$ cat config.mk
export PLATFORM = sky130hd
export DESIGN_NAME = dac_pacer
export DESIGN_NICKNAME = d
export VERILOG_FILES = /design/src/rtl/dac_pacer_pkg.sv /design/src/rtl/dac_pacer_ctrl.sv /design/src/rtl/dac_pacer_data.sv /design/src/rtl/dac_pacer.sv
export SDC_FILE = /design/constraint.sdc
export NUM_CORES = 1
export LEC_CHECK = 0
export BUFFER_PORTS_ARGS = -buffer_cell sky130_fd_sc_hd__buf_4
export CAP_MARGIN = 5
export CORE_MARGIN = 4
export CORE_UTILIZATION = 50
export CTS_BUF_LIST = sky130_fd_sc_hd__clkbuf_2 sky130_fd_sc_hd__clkbuf_4 sky130_fd_sc_hd__clkbuf_8
export DETAILED_ROUTE_END_ITERATION = 8
export PLACE_DENSITY = 0.78
export SLEW_MARGIN = 20
export SYNTH_ARGS = -nofsm -noshare
export SYNTH_HDL_FRONTEND = slang
export SYNTH_SLANG_ARGS = --single-unit
$ cat constraint.sdc
create_clock -name clk -period 2.9 [get_ports clk]
set_clock_uncertainty 0.1 [all_clocks]
set_input_delay 0.29 -clock clk [delete_from_list [all_inputs] [get_ports clk]]
set_output_delay 0.29 -clock clk [all_outputs]
set_load 0.005 [all_outputs]
$ cat src/rtl/dac_pacer_pkg.sv
package dac_pacer_pkg;
  // Per-cycle commands from the control to the datapath.
  typedef struct packed {
    logic pop;          // take the head sample out of the queue
    logic load0;        // copy the head sample to channel 0
    logic load1;        // copy the head sample to channel 1
    logic underflowSet; // trigger found no sample
  } strobe_t;
endpackage

$ cat src/rtl/dac_pacer_ctrl.sv
module dac_pacer_ctrl
  import dac_pacer_pkg::*;
#(
  parameter int IW = 16
) (
  input  logic          clk,
  input  logic          rstN,
  input  logic          ctlReset,
  input  logic          fifoFlush,
  input  logic          digEnable,
  input  logic          trigEnable,
  input  logic          altMode,
  input  logic [IW-1:0] interval,
  input  logic          fifoEmpty,
  output strobe_t       stb,
  output logic          underflow
);
  logic [IW-1:0] cnt;
  logic [IW-1:0] lastCnt;
  logic          runEn;
  logic          trig;
  logic          emptyEff;
  logic          nextCh;

  assign lastCnt  = (interval == '0) ? '0 : interval - IW'(1);
  assign runEn    = trigEnable && digEnable;
  assign trig     = runEn && !ctlReset && (cnt >= lastCnt);
  assign emptyEff = fifoEmpty || fifoFlush;

  always_comb begin
    stb.pop          = trig && !emptyEff;
    stb.underflowSet = trig && emptyEff;
    stb.load0        = stb.pop && (!altMode || !nextCh);
    stb.load1        = stb.pop && (!altMode || nextCh);
  end

  always_ff @(posedge clk or negedge rstN) begin
    if (!rstN) begin
      cnt       <= '0;
      nextCh    <= 1'b0;
      underflow <= 1'b0;
    end else if (ctlReset) begin
      cnt       <= '0;
      nextCh    <= 1'b0;
      underflow <= 1'b0;
    end else begin
      if (!runEn || trig) cnt <= '0;
      else                cnt <= cnt + IW'(1);
      if (stb.pop && altMode) nextCh <= !nextCh;
      if (stb.underflowSet)   underflow <= 1'b1;
    end
  end

  AST_TRIG_NEEDS_ENABLE: assert property (@(posedge clk) disable iff (!rstN)
    (stb.pop || stb.underflowSet) |-> (trigEnable && digEnable));

  AST_ALT_TOGGLE: assert property (@(posedge clk) disable iff (!rstN)
    (stb.pop && altMode) |=> (nextCh != $past(nextCh)));

  AST_UNDERFLOW_STICKY: assert property (@(posedge clk) disable iff (!rstN)
    (underflow && !ctlReset) |=> underflow);

  AST_CTL_RESET_CLEARS: assert property (@(posedge clk) disable iff (!rstN)
    ctlReset |=> (!underflow && cnt == '0));
endmodule

$ cat src/rtl/dac_pacer_data.sv
module dac_pacer_data
  import dac_pacer_pkg::*;
#(
  parameter int DW    = 8,
  parameter int DEPTH = 4
) (
  input  logic          clk,
  input  logic          rstN,
  input  logic          fifoFlush,
  input  logic          digEnable,
  input  logic          wrEn,
  input  logic [DW-1:0] wrData,
  input  logic [DW-1:0] directData0,
  input  logic [DW-1:0] directData1,
  input  strobe_t       stb,
  output logic [DW-1:0] dacOut0,
  output logic [DW-1:0] dacOut1,
  output logic          fifoEmpty,
  output logic          fifoFull
);
  localparam int AW = (DEPTH > 1) ? $clog2(DEPTH) : 1;
  localparam int CW = AW + 1;

  logic [DW-1:0] mem [DEPTH];
  logic [AW-1:0] rdPtr, wrPtr;
  logic [CW-1:0] count;
  logic [DW-1:0] outReg0, outReg1;
  logic [DW-1:0] headData;
  logic          wrAcc;

  assign fifoEmpty = (count == '0);
  assign fifoFull  = (count == CW'(DEPTH));
  assign wrAcc     = wrEn && !fifoFull && !fifoFlush;
  assign headData  = mem[rdPtr];

  function automatic logic [AW-1:0] ptrNext(input logic [AW-1:0] p);
    return (p == AW'(DEPTH - 1)) ? '0 : p + AW'(1);
  endfunction

  always_ff @(posedge clk) begin
    if (wrAcc) mem[wrPtr] <= wrData;
  end

  always_ff @(posedge clk or negedge rstN) begin
    if (!rstN) begin
      rdPtr <= '0;
      wrPtr <= '0;
      count <= '0;
    end else if (fifoFlush) begin
      rdPtr <= '0;
      wrPtr <= '0;
      count <= '0;
    end else begin
      if (wrAcc)   wrPtr <= ptrNext(wrPtr);
      if (stb.pop) rdPtr <= ptrNext(rdPtr);
      count <= count + CW'(wrAcc) - CW'(stb.pop);
    end
  end

  always_ff @(posedge clk or negedge rstN) begin
    if (!rstN) begin
      outReg0 <= '0;
      outReg1 <= '0;
    end else begin
      if (stb.load0) outReg0 <= headData;
      if (stb.load1) outReg1 <= headData;
    end
  end

  assign dacOut0 = digEnable ? outReg0 : directData0;
  assign dacOut1 = digEnable ? outReg1 : directData1;

  AST_NO_POP_EMPTY: assert property (@(posedge clk) disable iff (!rstN)
    stb.pop |-> !fifoEmpty);

  AST_HOLD_ON_UNDERFLOW: assert property (@(posedge clk) disable iff (!rstN)
    stb.underflowSet |=> ($stable(outReg0) && $stable(outReg1)));

  AST_FLUSH_EMPTIES: assert property (@(posedge clk) disable iff (!rstN)
    fifoFlush |=> fifoEmpty);

  AST_COUNT_BOUND: assert property (@(posedge clk) disable iff (!rstN)
    count <= CW'(DEPTH));
endmodule

$ cat src/rtl/dac_pacer.sv
module dac_pacer
  import dac_pacer_pkg::*;
#(
  parameter int DW    = 8,
  parameter int IW    = 16,
  parameter int DEPTH = 4
) (
  input  logic          clk,
  input  logic          rstN,
  input  logic          ctlReset,
  input  logic          fifoFlush,
  input  logic          digEnable,
  input  logic          trigEnable,
  input  logic          altMode,
  input  logic [IW-1:0] interval,
  input  logic          wrEn,
  input  logic [DW-1:0] wrData,
  input  logic [DW-1:0] directData0,
  input  logic [DW-1:0] directData1,
  output logic [DW-1:0] dacOut0,
  output logic [DW-1:0] dacOut1,
  output logic          fifoFull,
  output logic          underflow
);
  strobe_t stb;
  logic    fifoEmpty;

  dac_pacer_ctrl #(.IW(IW)) ctrl_i (
    .clk(clk), .rstN(rstN), .ctlReset(ctlReset), .fifoFlush(fifoFlush),
    .digEnable(digEnable), .trigEnable(trigEnable), .altMode(altMode),
    .interval(interval), .fifoEmpty(fifoEmpty), .stb(stb),
    .underflow(underflow)
  );

  dac_pacer_data #(.DW(DW), .DEPTH(DEPTH)) data_i (
    .clk(clk), .rstN(rstN), .fifoFlush(fifoFlush), .digEnable(digEnable),
    .wrEn(wrEn), .wrData(wrData), .directData0(directData0),
    .directData1(directData1), .stb(stb), .dacOut0(dacOut0),
    .dacOut1(dacOut1), .fifoEmpty(fifoEmpty), .fifoFull(fifoFull)
  );
endmodule

==> results by group, run 1 <==
Worst setup path
  • WP buf/inv: 4
  • CP startpoint: interval[9]
  • CP max stage delay: 0.52 ns
  • CP max-delay cell: or4_4
  • Crit end category: flip-flop
  • Top cell by count, worst path: ha_4
  • Kind of critical path: in -> reg
  • Worst-path cell chain: buf_6, or4_4, or3_4, or3_4, nor4_4, xor2_1, nand2_1, ha_4, nand4_1, or3_1, a2111o_1, a31o_4, inv_4, ha_4, inv_2, ha_4, inv_2, fa_2, xnor2_1, nor2_1
  • Arr. time, crit path: 4.41 ns
  • Crit path required time: 3.04 ns
  • Delay-heaviest family, CP: simple AND/OR/NAND/NOR gates
  • Crit Path Max Fanout: 3
  • Worst r2r src: ctrl_i.cnt[15]
  • Worst setup SP type: input port

STA
  • Final Slew Violations: 0
  • Setup tns final: -35.01 ns
  • Finish-stage setup viols: 39
  • Setup slack after layout: -1.367 ns
  • Max frequency: 234.3 MHz
  • Minimum clock period: 4.267 ns
  • Worst hold margin: 0.02301 ns
  • RSZ-0062 raised after global routing: yes
  • Post-route clock period utilization: 147.2%
  • Least-Margin Pin Slew: 0.5959 ns
  • Final Hold Vio Count: 0
  • Max-slew headroom: 60.28%

Clock tree
  • Clock latency on the worst-skew pair: 0.36 ns
  • Max H-tree Level: 3
  • CTS tree: yes
  • Clock sink count: 73
  • CTS clk-pin slew, worst paths: 0.09 ns
  • Num CTS Buffers: 9
  • Clk buf depth: 2
  • Root Driver: clkbuf_8

Yosys
  • Post-synthesis sequential area ratio: 50.54%
  • Mapped Area: 3931 sq um
  • Syn nets: 396
  • FF+latch count, synth: 73
  • Post-synth EDFFs: 32
  • Library cells used by synthesis: 45
  • Syn avg cell area: 12.25 sq um
  • Post-synthesis async set-or-reset flop share: 56.16%
  • Predominant post-synthesis flop cell: dfrtp_1
  • Mapped Cells: 321
  • Yosys warning total: 0

Finish
  • Commonest non-fill, non-tap cells in the layout: buf_4 (105), dfrtp_1 (41), edfxtp_1 (32)
  • Fin util: 70.04%
  • Share of cells above drive strength 1: 47.07%
  • Diode count: 0
  • Most common cell after layout, fill and taps aside: buf_4
  • Design area: 5384 sq um
  • Layout area overhead: 36.95%
  • NumNets Final: 514
  • Fill cells: 540

Floorplanning
  • Die Y: 96.67 microns
  • FP Rows: 32
  • Die area: 9345 sq um
  • Initial Utilization: 51.14%
  • Top-level I/O count: 66
  • Core Box Area: 7687 sq um
  • DIE WIDTH: 96.67 microns

Detailed routing
  • Routed WL per cell: 16.21 microns
  • Routed via count: 2859
  • Post-DRT Antenna Nets: 0
  • Initial DRC Count: 172
  • DRC viols: 0
  • Pre-Repair DR Iteration Count: 4
  • WL final: 8849 microns
  • Post-DR vias/cell: 5.236

Power
  • LEAKAGE: 0.002493 uW
  • Peak VDD IR: 588.2 uV
  • Pwr dens: 412.0 nW/um^2

Worst hold path
  • Hold Startpoint: wrData[6]
  • Hold WC Path Type: in -> reg

GRT
  • Grt ovf: 0
  • Initial antenna violation count: 0
  • Gr usage total: 18.95%
  • Wire length of the first global-routing pass: 14300 microns
  • Vias in the first global route: 3069
  • Largest net degree at the start of global routing: 42

Place
  • DP HPWL: 6385 microns
  • Routability cong.: 0.8331
  • Area after DPL: 4991 sq um
  • PortBufs: 65
  • Pre-CTS WS: -1.895 ns

Status
  • Outcome: complete, but fails checks
  • Failing checks: negative setup slack

Flow run
  • Max Cap Viol: 0
## where the power goes
part	internal (uW)	switching, uW	total, uW	leakage (uW)
Clock	414	423	837	0.000103
Combinational	141	124	264	0.00153
Sequential	1100	11.7	1120	0.000860
## logic make-up after synthesis
kind of cell    share of synthesized area, %
buf+inv                                2.196
mux                                    14.00
fa+ha+maj                              8.784
xor+xnor                               6.684
flops                                  50.54
simple gates                           14.45
compound gates                         3.342
## Yosys cell counts, types with 5 or more instances
cell type,count,area share (%)
mux2_2,32,9.2
xnor2_1,7,1.6
and2_1,5,0.80
a21oi_1,5,0.64
nand2_1,30,2.9
dfrtp_1,41,26
ha_1,26,8.3
nand3_1,8,1.0
mux4_2,8,4.6
xor2_1,23,5.1
inv_1,13,1.2
edfxtp_1,32,24
nor2_1,31,3.0
nor3_1,8,1.0
## repair_timing
action / 4_1_cts / 5_1_grt
buffers inserted: 1 / 5
setup endpoints to repair: 39 / 39
endpoints found under the hold margin: 41 / 0
resized for setup: 7 / 29
hold buffers: 1 / 0
pin swaps: 9 / 3
gates cloned: 1 / 0
## stage by stage
| stage | power, uW | std cells |
|---|---|---|
| 2_1_floorplan | 1249 | 321 |
| 3_3_place_gp | 1386 | 523 |
| 4_1_cts | 2226 | 542 |
| 3_5_place_dp | 1396 | 523 |
| 6_report | 2218 | 546 |
| 5_1_grt | 2313 | 546 |
## metal layers
| metal | share of wire (%) | global-route usage (%) |
|---|---|---|
| met5 | 0 | 0 |
| met4 | 1.5 | 6.479 |
| met3 | 3.1 | 4.903 |
| met2 | 54 | 34.45 |
| met1 | 41 | 21.46 |
## final timing paths
| kind | end | slack (ns) | cells after the start |
|---|---|---|---|
| setup / recovery | data_i.count[2] | -1.37 | 20 |
| hold / removal | data_i.mem[1][6] | 0.02 | 1 |
| min in group asynchronous | ctrl_i.cnt[15] | 0.34 | 2 |
| hold reg to reg | data_i.outReg0[1] | 0.42 | 1 |
| max in group asynchronous | data_i.count[0] | 1.98 | 2 |
| setup reg to reg | data_i.count[2] | -0.10 | 13 |
## flip-flops by register name, indices dropped and copies added, names as in the netlist
name              cells
data_i.outReg1        8
ctrl_i.underflow      1
data_i.rdPtr          2
ctrl_i.cnt           16
data_i.count          3
data_i.outReg0        8
ctrl_i.nextCh         1
data_i.wrPtr          2
data_i.mem           32
## layout make-up
| class | count | area [sq um] | area share [%] |
|---|---|---|---|
| Sequential cell | 73 | 1987 | 36.90 |
| Multi-Input combinational cell | 228 | 2112 | 39.23 |
| Timing Repair Buffer | 113 | 894.6 | 16.62 |
| Inverter | 14 | 55.05 | 1.023 |
| Clock inverter | 7 | 83.83 | 1.557 |
| Clock buffer | 9 | 123.9 | 2.301 |
| Tap cell | 102 | 127.6 | 2.370 |
## worst register-to-register path, stage by stage, from the launching register on
cell and delay, ns:
dfrtp_1 0.43, ha_4 0.28, nand4_1 0.10, or3_1 0.34, a2111o_1 0.36, a31o_4 0.26
inv_4 0.06, ha_4 0.19, inv_2 0.06, ha_4 0.11, inv_2 0.04, fa_2 0.33
xnor2_1 0.17, nor2_1 0.06
Power figures use the tool's default switching activity.
==> run 2, diff against run 1 <==
==> constraint.sdc (replaced) <==
create_clock -name clk -period 2.9 [get_ports clk]
set_clock_uncertainty 0.1 [all_clocks]
set_input_delay 0.29 -clock clk [delete_from_list [all_inputs] [get_ports clk]]
set_output_delay 0.29 -clock clk [all_outputs]
set_load 0.1 [all_outputs]
==> results by group, run 2 (synthesis gave the netlist of run 1 again) <==
Floorplanning
  • Die area: 9345 sq um (unchanged)
  • Initial Utilization: 51.14% (unchanged)
  • DIE WIDTH: 96.67 microns (unchanged)
  • Core Box Area: 7687 sq um (unchanged)
  • FP Rows: 32 (unchanged)
  • Top-level I/O count: 66 (unchanged)
  • Die Y: 96.67 microns (unchanged)

GRT
  • Global Route met3 Usage: 3.461% (was 4.903%)
  • GR Util met1: 21.76% (was 21.46%)
  • Vias in the first global route: 3074 (was 3069)
  • Met2 Usage GRT: 34.66% (was 34.45%)
  • Initial antenna violation count: 0 (unchanged)
  • Largest net degree at the start of global routing: 42 (unchanged)
  • Grt ovf: 0 (unchanged)
  • Most used routing layer: met2 (unchanged)
  • Wire length of the first global-routing pass: 14310 microns (was 14300 microns)
  • Gr usage total: 18.97% (was 18.95%)

Worst setup path
  • Reg2reg end: data_i.count[2] (unchanged)
  • Worst r2r src: ctrl_i.cnt[13] (was ctrl_i.cnt[15])
  • Kind of critical path: in -> reg (unchanged)
  • Worst-path cell chain: buf_6, or4_4, or3_4, or3_4, nor4_4, xor2_1, nand2_2, ha_4, nand4_1, or3_4, a2111o_1, a31o_4, inv_4, ha_4, inv_2, ha_4, inv_2, fa_2, xnor2_2, nor2_1 (was buf_6, or4_4, or3_4, or3_4, nor4_4, xor2_1, nand2_1, ha_4, nand4_1, or3_1, a2111o_1, a31o_4, inv_4, ha_4, inv_2, ha_4, inv_2, fa_2, xnor2_1, nor2_1)
  • Crit Path Max Fanout: 3 (unchanged)
  • Reg-to-reg setup timing slack: -0.10 ns (about the same)
  • CP max-delay cell: or4_4 (unchanged)
  • FF-to-FF path depth: 13 (unchanged)
  • Arr. time, crit path: 4.46 ns (was 4.41 ns)
  • Worst setup SP type: input port (unchanged)
  • WP buf/inv: 4 (unchanged)
  • Crit end category: flip-flop (unchanged)
  • Delay-heaviest family, CP: simple AND/OR/NAND/NOR gates (unchanged)
  • CP max stage delay: 0.53 ns (was 0.52 ns)
  • Crit path required time: 3.03 ns (was 3.04 ns)

STA
  • Final Slew Violations: 0 (unchanged)
  • Post-route clock period utilization: 149.1% (was 147.2%)
  • Finish-stage setup viols: 39 (unchanged)
  • Worst hold margin: 0.04026 ns (was 0.02301 ns)
  • RSZ-0062 raised after global routing: yes (unchanged)
  • Setup slack after layout: -1.424 ns (was -1.367 ns)
  • Final Hold Vio Count: 0 (unchanged)
  • Max-slew headroom: 60.58% (was 60.28%)
  • Minimum clock period: 4.324 ns (was 4.267 ns)
  • Max frequency: 231.3 MHz (was 234.3 MHz)
  • Least-Margin Pin Slew: 0.5912 ns (was 0.5959 ns)

Finish
  • Share of cells above drive strength 1: 44.67% (was 47.07%)
  • Commonest non-fill, non-tap cells in the layout: buf_4 (102), dfrtp_1 (41), edfxtp_1 (32) (was buf_4 (105), dfrtp_1 (41), edfxtp_1 (32))
  • Most common cell after layout, fill and taps aside: buf_4 (unchanged)
  • Largest regs: data_i.mem (32), ctrl_i.cnt (16) (unchanged)
  • Layout area overhead: 34.98% (was 36.95%)
  • Design area: 5306 sq um (was 5384 sq um)
  • NumNets Final: 511 (was 514)
  • Number of flip-flops in the largest register: 32 (unchanged)
  • Biggest register: data_i.mem (unchanged)
  • Diode count: 0 (unchanged)
  • Fill cells: 581 (was 540)

Detailed routing
  • Post-DRT Antenna Nets: 0 (unchanged)
  • Post-DR vias/cell: 5.247 (was 5.236)
  • WL final: 8328 microns (was 8849 microns)
  • DRC viols: 0 (unchanged)
  • Pre-Repair DR Iteration Count: 4 (unchanged)
  • Routed WL per cell: 15.34 microns (was 16.21 microns)
  • Initial DRC Count: 123 (was 172)
  • Routed via count: 2849 (was 2859)

Flow run
  • Max Cap Viol: 0 (unchanged)

Place
  • Routability cong.: 0.8560 (was 0.8331)
  • PortBufs: 65 (unchanged)
  • Pre-CTS WS: -1.935 ns (was -1.895 ns)
  • DP HPWL: 6206 microns (was 6385 microns)
  • Area after DPL: 4969 sq um (was 4991 sq um)

Power
  • Clk pwr share: 35.9% (was 37.7%)
  • Peak VDD IR: 454.7 uV (was 588.2 uV)
  • Psw: 640.7 uW (was 558.9 uW)
  • Total chip power: 2303 uW (was 2218 uW)
  • LEAKAGE: 0.002445 uW (was 0.002493 uW)
  • Power Internal: 1662 uW (was 1659 uW)
  • Pwr dens: 434.0 nW/um^2 (was 412.0 nW/um^2)
  • Sw Ratio: 27.82% (was 25.20%)
  • Combinational Power Share: 15.6% (was 11.9%)
  • Reg power frac: 48.5% (was 50.3%)

Clock tree
  • Root Driver: clkbuf_8 (unchanged)
  • Clk buf depth: 2 (unchanged)
  • Clock latency on the worst-skew pair: 0.35 ns (was 0.36 ns)
  • Num CTS Buffers: 9 (unchanged)
  • CTS clk-pin slew, worst paths: 0.08 ns (was 0.09 ns)
  • Clock sink count: 73 (unchanged)
  • Max H-tree Level: 3 (unchanged)
  • CTS tree: yes (unchanged)

Status
  • Failing checks: negative setup slack (unchanged)
  • Outcome: complete, but fails checks (unchanged)

Worst hold path
  • Hold Startpoint: wrData[2] (was wrData[6])
  • Hold Path Depth: 1 (unchanged)
  • Hold Path End: data_i.mem[3][2] (was data_i.mem[1][6])
  • Hold WC Path Type: in -> reg (unchanged)
[run 2: worst max path at each step]
stage	start	to	slack [ns]	depth (start not counted)
after floorplan	interval[9]	data_i.count[2]	-1.68	19
after global placement	interval[9]	data_i.count[2]	-1.78	20
after detailed placement	interval[9]	data_i.count[2]	-1.94	20
after CTS	interval[9]	data_i.count[2]	-1.42	20
after global routing	interval[9]	data_i.count[2]	-1.53	20
final	interval[9]	data_i.count[2]	-1.42	20
[run 2: stage by stage]
stage	util [%]	TNS (ns)	std cells
after global placement	64.63	-49.07	521
final	69.03	-37.10	543
after detailed placement	64.63	-52.46	521
after global routing	69.03	-41.49	543
after CTS	68.52	-34.95	542
after floorplan	-	-40.01	321
[run 2: area by class of cell]
class / count / area, sq um / share of cell area, %
Tap cell: 102 / 127.6 / 2.405
Multi-Input combinational cell: 228 / 2066 / 38.93
Clock buffer: 9 / 123.9 / 2.334
Clock inverter: 7 / 83.83 / 1.580
Sequential cell: 73 / 1987 / 37.44
Inverter: 14 / 55.05 / 1.037
Timing Repair Buffer: 110 / 863.3 / 16.27
[run 2: metal layers]
| layer | routed length, microns | part of all wire [%] | vias to the layer above |
|---|---|---|---|
| li1 | - | - | 1385 |
| met1 | 3334 | 40 | 1397 |
| met2 | 4591 | 55 | 55 |
| met3 | 281 | 3.4 | 12 |
| met4 | 122 | 1.5 | 0 |
| met5 | 0 | 0 | - |
[run 2: repair_timing]
action / CTS / global route
gates resized for setup: 13 / 7
setup endpoints to repair: 39 / 39
pin swaps: 13 / 2
hold buffers: 1 / 0
hold endpoints to repair: 41 / 0
gates cloned: 2 / 0
buffers inserted: 3 / 3
[run 2: power groups by stage]
stage	combinational, uW	sequential (uW)	clock (uW)
after global placement	343	1140	0
after detailed placement	352	1140	0
after CTS	360	1120	844
after global routing	392	1120	898
final	360	1120	826
after floorplan	211	1140	0
==> run 3, diff against run 2 <==
--- a/config.mk
+++ b/config.mk
@@ -11,7 +11,7 @@
 export CORE_UTILIZATION = 50
 export CTS_BUF_LIST = sky130_fd_sc_hd__clkbuf_2 sky130_fd_sc_hd__clkbuf_4 sky130_fd_sc_hd__clkbuf_8
 export DETAILED_ROUTE_END_ITERATION = 8
-export PLACE_DENSITY = 0.78
+export PLACE_DENSITY = 0.75
 export SLEW_MARGIN = 20
 export SYNTH_ARGS = -nofsm -noshare
 export SYNTH_HDL_FRONTEND = slang
==> results by group, run 3 (synthesis gave the netlist of run 1 again) <==
Status
  • Outcome: complete, but fails checks (unchanged)
  • Failing checks: negative setup slack (unchanged)

Clock tree
  • Root Driver: clkbuf_8 (unchanged)
  • Max H-tree Level: 3 (unchanged)
  • Num CTS Buffers: 9 (unchanged)
  • CTS clk-pin slew, worst paths: 0.09 ns (was 0.08 ns)
  • Clock latency on the worst-skew pair: 0.35 ns (about the same)
  • CTS tree: yes (unchanged)
  • Clk buf depth: 2 (unchanged)
  • Clock sink count: 73 (unchanged)

Worst hold path
  • Hold WC Path Type: in -> reg (unchanged)

Floorplanning
  • Core Box Area: 7687 sq um (unchanged)
  • Top-level I/O count: 66 (unchanged)
  • Die area: 9345 sq um (unchanged)
  • DIE WIDTH: 96.67 microns (unchanged)
  • Die Y: 96.67 microns (unchanged)
  • FP Rows: 32 (unchanged)
  • Initial Utilization: 51.14% (unchanged)

GRT
  • Initial antenna violation count: 0 (unchanged)
  • GR Util met1: 21.88% (was 21.76%)
  • Vias in the first global route: 3085 (was 3074)
  • Grt ovf: 0 (unchanged)
  • Largest net degree at the start of global routing: 42 (unchanged)
  • Met2 Usage GRT: 35.14% (was 34.66%)
  • Most used routing layer: met2 (unchanged)
  • Gr usage total: 19.33% (was 18.97%)
  • Global Route met3 Usage: 4.831% (was 3.461%)
  • Wire length of the first global-routing pass: 14500 microns (was 14310 microns)

STA
  • Post-route clock period utilization: 150.4% (was 149.1%)
  • RSZ-0062 raised after global routing: yes (unchanged)
  • Least-Margin Pin Slew: 0.6309 ns (was 0.5912 ns)
  • Setup slack after layout: -1.460 ns (was -1.424 ns)
  • Final Slew Violations: 0 (unchanged)
  • Finish-stage setup viols: 39 (unchanged)
  • Max frequency: 229.3 MHz (was 231.3 MHz)
  • Minimum clock period: 4.360 ns (was 4.324 ns)
  • Max-slew headroom: 57.94% (was 60.58%)
  • Worst hold margin: 0.03300 ns (was 0.04026 ns)
  • Final Hold Vio Count: 0 (unchanged)

Worst setup path
  • Crit path required time: 3.05 ns (was 3.03 ns)
  • CP max stage delay: 0.53 ns (about the same)
  • Crit end category: flip-flop (unchanged)
  • Crit Path Max Fanout: 3 (unchanged)
  • Kind of critical path: in -> reg (unchanged)
  • Arr. time, crit path: 4.51 ns (was 4.46 ns)
  • Worst setup SP type: input port (unchanged)
  • Reg-to-reg setup timing slack: -0.17 ns (was -0.10 ns)
  • Worst-path cell chain: buf_6, or4_4, or3_4, or3_4, nor4_4, xor2_1, nand2_2, ha_4, nand4_1, or3_4, a2111o_1, a31o_4, inv_4, ha_4, inv_4, ha_4, inv_2, fa_2, nor2_1 (was buf_6, or4_4, or3_4, or3_4, nor4_4, xor2_1, nand2_2, ha_4, nand4_1, or3_4, a2111o_1, a31o_4, inv_4, ha_4, inv_2, ha_4, inv_2, fa_2, xnor2_2, nor2_1)
  • CP max-delay cell: or4_4 (unchanged)

Finish
  • Largest regs: data_i.mem (32), ctrl_i.cnt (16) (unchanged)
  • Number of flip-flops in the largest register: 32 (unchanged)
  • Diode count: 0 (unchanged)
  • Layout area overhead: 38.10% (was 34.98%)
  • Commonest non-fill, non-tap cells in the layout: buf_4 (108), dfrtp_1 (41), edfxtp_1 (32) (was buf_4 (102), dfrtp_1 (41), edfxtp_1 (32))
  • Share of cells above drive strength 1: 45.80% (was 44.67%)
  • Most common cell after layout, fill and taps aside: buf_4 (unchanged)
  • Biggest register: data_i.mem (unchanged)
  • NumNets Final: 522 (was 511)

Place
  • Pre-CTS WS: -1.885 ns (was -1.935 ns)
  • PortBufs: 65 (unchanged)
  • Routability cong.: 0.8197 (was 0.8560)
  • DP HPWL: 6432 microns (was 6206 microns)

Power
  • Pwr dens: 428.5 nW/um^2 (was 434.0 nW/um^2)
  • Peak VDD IR: 441.3 uV (was 454.7 uV)
  • LEAKAGE: 0.002503 uW (was 0.002445 uW)

Detailed routing
  • Initial DRC Count: 134 (was 123)
  • DRC viols: 0 (unchanged)
  • Post-DRT Antenna Nets: 0 (unchanged)
  • Post-DR vias/cell: 5.296 (was 5.247)
  • Routed via count: 2934 (was 2849)
  • Pre-Repair DR Iteration Count: 4 (unchanged)
  • Routed WL per cell: 16.27 microns (was 15.34 microns)
  • WL final: 9015 microns (was 8328 microns)

Flow run
  • Max Cap Viol: 0 (unchanged)
## run 3: changes by cell type in the layout (fill, tap and decap cells not counted), moves of 2 or more
cell | before | now
nor2_1 | 28 | 31
nand2_1 | 28 | 26
mux2_2 | 24 | 22
ha_4 | 4 | 6
buf_6 | 6 | 11
mux2_4 | 8 | 10
ha_1 | 22 | 20
nand2_2 | 1 | 3
buf_4 | 102 | 108
nor2_2 | 3 | 0
## run 3: stage by stage
step                      util (%)  std cells  area [sq um]  total power, uW  setup TNS, ns
final                        70.62        554          5429             2326         -42.64
after global routing         70.62        554          5429             2429         -47.14
after CTS                    68.65        545          5278             2335         -37.84
after detailed placement     64.83        523          4984             1494         -51.64
after global placement       64.83        523          4984             1483         -48.61
after floorplan                  -        321          4084             1347         -40.01
## run 3: report_power, final
group / internal (uW) / total (uW) / switching, uW
registers: 1100 / 1120 / 11.6
logic: 145 / 365 / 220
clock network: 415 / 844 / 429
total: 1670 / 2330 / 661
## run 3: timing repair
action                                  4_1_cts  5_1_grt
hold buffers                                  1        0
resized for setup                            11       16
cloned                                        1        1
endpoints found under the setup margin       39       39
buffers inserted                              5        8
endpoints found under the hold margin        41        0
pin swaps                                    12        4
## run 3: layer usage
metal	part of all wire [%]	wire [microns]
met4	2.2	194
met2	55	4957
met1	39	3490
met3	4.1	373
met5	0	0
## run 3: final cells by class
cell class,count,area [sq um]
Tap cell,102,127.6
Clock buffer,9,123.9
Sequential cell,73,1987
Clock inverter,7,85.08
Fill cell,527,2258
Timing Repair Buffer,121,964.7
Inverter,14,57.56
Multi-Input combinational cell,228,2083
## run 3: worst paths after layout
check	depth (start not counted)	start	end
max	19	interval[9]	data_i.count[1]
min in group asynchronous	2	rstN	data_i.outReg1[4]
max in group asynchronous	2	rstN	data_i.outReg0[7]
min reg2reg	1	data_i.outReg0[6]	data_i.outReg0[6]
max reg2reg	12	ctrl_i.cnt[13]	data_i.count[1]
min	1	wrData[1]	data_i.mem[3][1]
## run 3: critical path, delay by kind of cell
kind | cells | cell delay (ns)
buffers and inverters | 4 | 0.23
xor gates and xnor gates | 1 | 0.19
and+or+nand+nor | 8 | 2.08
adders and majority gates | 4 | 1.08
AOI/OAI and AO/OA | 2 | 0.61
